`config.mk`:
```
export PLATFORM = sky130hd
export DESIGN_NAME = smc_rd_strobe
export DESIGN_NICKNAME = d
export VERILOG_FILES = /design/src/rtl/smc_rd_pkg.sv /design/src/rtl/smc_rd_strobe_win.sv /design/src/rtl/smc_rd_len_calc.sv /design/src/rtl/smc_rd_strobe.sv
export SDC_FILE = /design/constraint.sdc
export NUM_CORES = 1
export LEC_CHECK = 0
export ABC_AREA = 1
export BUFFER_PORTS_ARGS = -buffer_cell sky130_fd_sc_hd__buf_4
export CAP_MARGIN = 25
export CORE_MARGIN = 2
export CORE_UTILIZATION = 50
export CTS_BUF_LIST = sky130_fd_sc_hd__clkbuf_8 sky130_fd_sc_hd__clkbuf_16
export DETAILED_ROUTE_END_ITERATION = 16
export PLACE_DENSITY = 0.77
export SLEW_MARGIN = 5
export SYNTH_ARGS = -nofsm -noshare
export SYNTH_HDL_FRONTEND = slang
export SYNTH_SLANG_ARGS = --single-unit
```
`constraint.sdc`:
```
create_clock -name clk_i -period 4.2 [get_ports clk_i]
set_input_delay 0.84 -clock clk_i [delete_from_list [all_inputs] [get_ports clk_i]]
set_output_delay 0.84 -clock clk_i [all_outputs]
set_load 0.01 [all_outputs]
```
`src/rtl/smc_rd_pkg.sv`:
```
package smc_rd_pkg;
  typedef enum logic {
    CTRL_RD = 1'b0,
    CTRL_CS = 1'b1
  } ctrl_sel_e;

  localparam int unsigned N_STROBE = 2;
endpackage

```
`src/rtl/smc_rd_strobe_win.sv`:
```
module smc_rd_strobe_win #(
  parameter int unsigned CW = 5
) (
  input  logic [CW-1:0] setup_i,
  input  logic [CW-1:0] pulse_i,
  input  logic [CW-1:0] cnt_i,
  input  logic          act_i,
  output logic          on_o
);
  logic [CW-1:0] stop;
  assign stop = setup_i + pulse_i;
  assign on_o = act_i && (cnt_i >= setup_i) && (cnt_i < stop);
endmodule

```
`src/rtl/smc_rd_len_calc.sv`:
```
module smc_rd_len_calc #(
  parameter int unsigned CW = 5
) (
  input  logic [CW-1:0] rd_sum_i,
  input  logic [CW-1:0] cs_sum_i,
  input  logic [CW-1:0] cycle_i,
  output logic [CW-1:0] len_o
);
  logic [CW-1:0] sum_max;
  always_comb begin
    sum_max = (rd_sum_i > cs_sum_i) ? rd_sum_i : cs_sum_i;
    // hold may not go negative: stretch the cycle to cover both strobes
    len_o   = (cycle_i > sum_max) ? cycle_i : sum_max;
  end
endmodule

```
`src/rtl/smc_rd_strobe.sv`:
```
module smc_rd_strobe
  import smc_rd_pkg::*;
#(
  parameter int unsigned TIME_W = 4,
  parameter int unsigned ADDR_W = 24,
  parameter int unsigned DATA_W = 8
) (
  input  logic              clk_i,
  input  logic              rst_ni,
  input  logic [TIME_W-1:0] rd_setup_i,
  input  logic [TIME_W-1:0] rd_pulse_i,
  input  logic [TIME_W-1:0] cs_setup_i,
  input  logic [TIME_W-1:0] cs_pulse_i,
  input  logic [TIME_W:0]   cycle_len_i,
  input  logic              ctrl_sel_i,
  input  logic              req_i,
  input  logic [ADDR_W-1:0] addr_i,
  output logic              ack_o,
  output logic              rvalid_o,
  output logic [DATA_W-1:0] rdata_o,
  output logic [ADDR_W-1:0] mem_addr_o,
  output logic              mem_rd_no,
  output logic              mem_cs_no,
  input  logic [DATA_W-1:0] mem_data_i
);
  localparam int unsigned CW = TIME_W + 1;

  typedef struct packed {
    logic [CW-1:0] setup;
    logic [CW-1:0] pulse;
  } win_t;

  win_t          win_in [N_STROBE];
  win_t          win_q  [N_STROBE];
  win_t          win_d  [N_STROBE];
  logic [CW-1:0] len_in, len_q, len_d;
  logic [CW-1:0] cnt_q, cnt_d;
  logic          busy_q, busy_d;
  ctrl_sel_e     sel_q, sel_d;
  logic [N_STROBE-1:0] on_d;
  logic          done, accept, capture;
  logic [CW-1:0] cap_end;

  // index 0: read strobe, index 1: chip select; pulse 0 acts as 1
  always_comb begin
    win_in[0].setup = {1'b0, rd_setup_i};
    win_in[0].pulse = (rd_pulse_i == '0) ? CW'(1) : {1'b0, rd_pulse_i};
    win_in[1].setup = {1'b0, cs_setup_i};
    win_in[1].pulse = (cs_pulse_i == '0) ? CW'(1) : {1'b0, cs_pulse_i};
  end

  smc_rd_len_calc #(.CW(CW)) u_len (
    .rd_sum_i (win_in[0].setup + win_in[0].pulse),
    .cs_sum_i (win_in[1].setup + win_in[1].pulse),
    .cycle_i  (cycle_len_i),
    .len_o    (len_in)
  );

  assign done    = busy_q && (cnt_q == len_q - CW'(1));
  assign accept  = req_i && (!busy_q || done);
  assign cap_end = win_q[sel_q].setup + win_q[sel_q].pulse - CW'(1);
  assign capture = busy_q && (cnt_q == cap_end);
  assign ack_o   = done;

  always_comb begin
    busy_d = busy_q;
    cnt_d  = cnt_q;
    len_d  = len_q;
    sel_d  = sel_q;
    win_d  = win_q;
    if (accept) begin
      busy_d = 1'b1;
      cnt_d  = '0;
      len_d  = len_in;
      sel_d  = ctrl_sel_e'(ctrl_sel_i);
      win_d  = win_in;
    end else if (done) begin
      busy_d = 1'b0;
      cnt_d  = '0;
    end else if (busy_q) begin
      cnt_d  = cnt_q + CW'(1);
    end
  end

  // strobes registered from next state: glitch-free, same cycle alignment
  for (genvar g = 0; g < N_STROBE; g++) begin : g_strobe
    smc_rd_strobe_win #(.CW(CW)) u_win (
      .setup_i (win_d[g].setup),
      .pulse_i (win_d[g].pulse),
      .cnt_i   (cnt_d),
      .act_i   (busy_d),
      .on_o    (on_d[g])
    );
  end

  always_ff @(posedge clk_i or negedge rst_ni) begin
    if (!rst_ni) begin
      busy_q     <= 1'b0;
      cnt_q      <= '0;
      len_q      <= CW'(1);
      sel_q      <= CTRL_RD;
      for (int i = 0; i < N_STROBE; i++) win_q[i] <= '{setup: '0, pulse: CW'(1)};
      mem_rd_no  <= 1'b1;
      mem_cs_no  <= 1'b1;
      mem_addr_o <= '0;
      rdata_o    <= '0;
      rvalid_o   <= 1'b0;
    end else begin
      busy_q     <= busy_d;
      cnt_q      <= cnt_d;
      len_q      <= len_d;
      sel_q      <= sel_d;
      win_q      <= win_d;
      mem_rd_no  <= ~on_d[0];
      mem_cs_no  <= ~on_d[1];
      if (accept) mem_addr_o <= addr_i;
      if (capture) rdata_o <= mem_data_i;
      rvalid_o   <= capture;
    end
  end

  a_r10_idle_strobes_high: assert property (@(posedge clk_i) disable iff (!rst_ni)
    !busy_q |-> (mem_rd_no && mem_cs_no));

  a_r8_addr_held: assert property (@(posedge clk_i) disable iff (!rst_ni)
    (busy_q && !accept) |=> $stable(mem_addr_o));

  a_r4_cnt_in_len: assert property (@(posedge clk_i) disable iff (!rst_ni)
    busy_q |-> (cnt_q < len_q));

  a_r5_pulse_nonzero: assert property (@(posedge clk_i) disable iff (!rst_ni)
    busy_q |-> (win_q[0].pulse != '0 && win_q[1].pulse != '0));

  a_r7_rvalid_from_read: assert property (@(posedge clk_i) disable iff (!rst_ni)
    rvalid_o |-> $past(busy_q));
endmodule

```
==> run metrics <==
status finished, final reports clean; clock latency on the worst-skew pair 360 ps; crit path launch type input pin; Critical Path AT 4280 ps; gr usage total 23.7%; final net count 813; Fin Setup TNS 0 ps; Synth Warn # 0; pin count of the biggest net entering global routing 68; post-route ant nets 0; Core ar. 0.00872 sq mm; Placer Congestion 0.900; Crit path largest cell delay 370 ps; PD cells 952 mW/mm^2; # DRC 0; Crit-path slowest cell fa_2; CTS tree built; Placement Cell Area roughly 0.0054 sq mm; row count 34; layout cells sized above 1 25.2%; Clock transition at path regs 80 ps; area added between synthesis and finish 28.3%; number of H-tree levels 3; worst-margin pin slew 975 ps; dpl cells 788; Buffers on Ports 92; clk root buf clkbuf_8; synthesized area 0.00450 sq mm; DP Worst Slack -400 ps; Cells after Synth between 500 and 600; die area 0.00977 sq mm; Max Fclk 248 MHz; initial antenna violation count 0; fin cells 811; worst setup path class in -> reg; DR iter-0 viols approximately 220; CP required 4450 ps; Slew Limit Fails 0; total power about 5500 uW; worst setup margin 171 ps; endpoint type of the worst setup path register; Max-Cap Viols 0; number of global-route vias before repair 4,042; Yosys cell types 36; worst path bufs/invs 3; CTS Buf Count 9; Yosys reg bits 67; worst min-delay path class reg -> reg; worst-path fanout max 5; wire per inst 14.2 um; max_slew headroom 34.4%; vias per cell 5.12; Reg2Reg Setup Slack approximately 340 ps; Leak Pwr 0.00320 uW; Post-Syn Area per Cell 7.74 sq um; gr ovfl total 0; sequential share of the synthesized area 37.4%; via count ~4,200; IO Pins 93; final instance area between 0.005 and 0.006 sq mm; commonest non-fill, non-tap cell in the layout nand2_1; Starting Density between 50 and 60%; die height 98.9 um; minimum clock period 4030 ps; Final setup viols 0; Post-Syn Nets 696; Top delay family on crit path simple AND/OR/NAND/NOR gates; commonest cells after routing, fill and taps aside nand2_1, buf_4, inv_1; maximum vdd drop ~660 uV; CTS sink count 67; Most common cell on crit path nand2_1; skew final 7.32 ps; Die X 98.9 um; first-pass GRT wire length 18,700 um; ANT cells 0; hpwl dp 8510 um; Post-Route WL ~12,000 um; fin crit share 95.9%; maximum clock path buffer count 2; Hold Fails Final Rpt 0; TritonRoute pass-1 iters 4
[Yosys cell counts]
library cell	instances	area (sq um)
nand2_1	214	803
inv_1	69	259
dfrtp_1	62	1550
ha_1	53	663
a21oi_1	28	140
nand3_1	25	125
o21ai_0	24	120
nor2_1	21	78.8
xor2_1	8	70.1
o21ai_1	7	35.0
xnor2_1	7	61.3
buf_2	5	25.0
dfstp_2	5	131
fa_1	5	100
nor3_1	5	25.0
buf_6	4	45.0
clkbuf_1	4	15.0
or2_2	4	25.0
buf_4	3	22.5
inv_2	3	11.3
o21bai_1	3	22.5
mux2i_1	2	20.0
nand2_2	2	12.5
nand2_4	2	22.5
nand3b_1	2	15.0
nand4_1	2	12.5
nor2_2	2	12.5
o2111ai_1	2	17.5
a211oi_1	1	7.51
clkinv_1	1	3.75
nand3_2	1	10.0
nor4_1	1	6.26
o211ai_1	1	7.51
o21a_1	1	7.51
o31ai_1	1	7.51
or2_1	1	6.26
[sequential cells by signal, summed over array words and instances (netlist names)]
register    cells
mem_addr_o     24
win_q          20
rdata_o         8
cnt_q           5
len_q           5
busy_q          1
mem_cs_no       1
mem_rd_no       1
rvalid_o        1
sel_q           1
[per-layer routing]
layer  wire, um  part of all wire [%]  vias up  track usage, %
li1           -                     -     2085               -
met1       4710                    41     1922            30.6
met2       5870                    51      114            40.5
met3        591                   5.1       30            3.48
met4        338                   2.9        0            8.75
met5          0                     0        -               0
[through the flow]
step	hold WS, ps	util, %
floorplan	466	-
finish	487	66.2
CTS	487	64.4
global placement	463	61.8
global route	502	66.2
detailed placement	466	61.8
[path summary, 6_finish.rpt]
| kind | endpoint | depth (start not counted) | from |
|---|---|---|---|
| hold reg to reg | mem_addr_o[10]$_DFFE_PN0P_ | 2 | mem_addr_o[10]$_DFFE_PN0P_ |
| max in group asynchronous | win_q[3]$_DFF_PN0_ | 1 | rst_ni |
| hold / removal | mem_addr_o[10]$_DFFE_PN0P_ | 2 | mem_addr_o[10]$_DFFE_PN0P_ |
| min in group asynchronous | rdata_o[7]$_DFFE_PN0P_ | 1 | rst_ni |
| setup / recovery | len_q[2]$_DFFE_PN0P_ | 25 | cs_pulse_i[3] |
| setup reg to reg | mem_cs_no$_DFF_PN1_ | 24 | len_q[0]$_DFFE_PN1P_ |
[worst min-delay path, delay by kind of cell, from the launching register on]
family | cells | cell delay, ps
flip-flops | 1 | 350
AND/OR/NAND/NOR | 2 | 100
[area by class of cell]
type	instances	area, sq um
clock buffer	10	138
clock inverter	6	87.6
fill	709	2950
inverter	73	278
multi-input combinational	426	2530
sequential	67	1680
tap	108	135
timing repair buffer	121	922
[cells by family (layout without fill, tap and decap cells)]
| logic type | Yosys count | count (layout) | share of synthesized area, % |
|---|---|---|---|
| xor gates and xnor gates | 15 | 15 | 2.92 |
| adders and majority gates | 58 | 58 | 17.0 |
| muxes | 2 | 2 | 0.445 |
| DFF | 67 | 67 | 37.4 |
| buffers and inverters | 89 | 210 | 8.48 |
| and+or+nand+nor | 282 | 283 | 25.7 |
| AOI/OAI and AO/OA | 68 | 68 | 8.12 |
[repair_timing]
action                     CTS  global route
setup buffers                0             5
resized for setup            1            37
hold buffers                 0             0
cloned                       0             1
setup endpoints to repair    5             7
pin swaps                    0             7
[power breakdown]
| part | leakage [uW] | total (uW) | switching [uW] | internal [uW] |
|---|---|---|---|---|
| clock | 0.000117 | 623 | 272 | 352 |
| sequential | 0.000820 | 1190 | 217 | 977 |
| combinational | 0.00226 | 3680 | 2140 | 1540 |
Note: power is estimated with default switching activity, not from simulation.
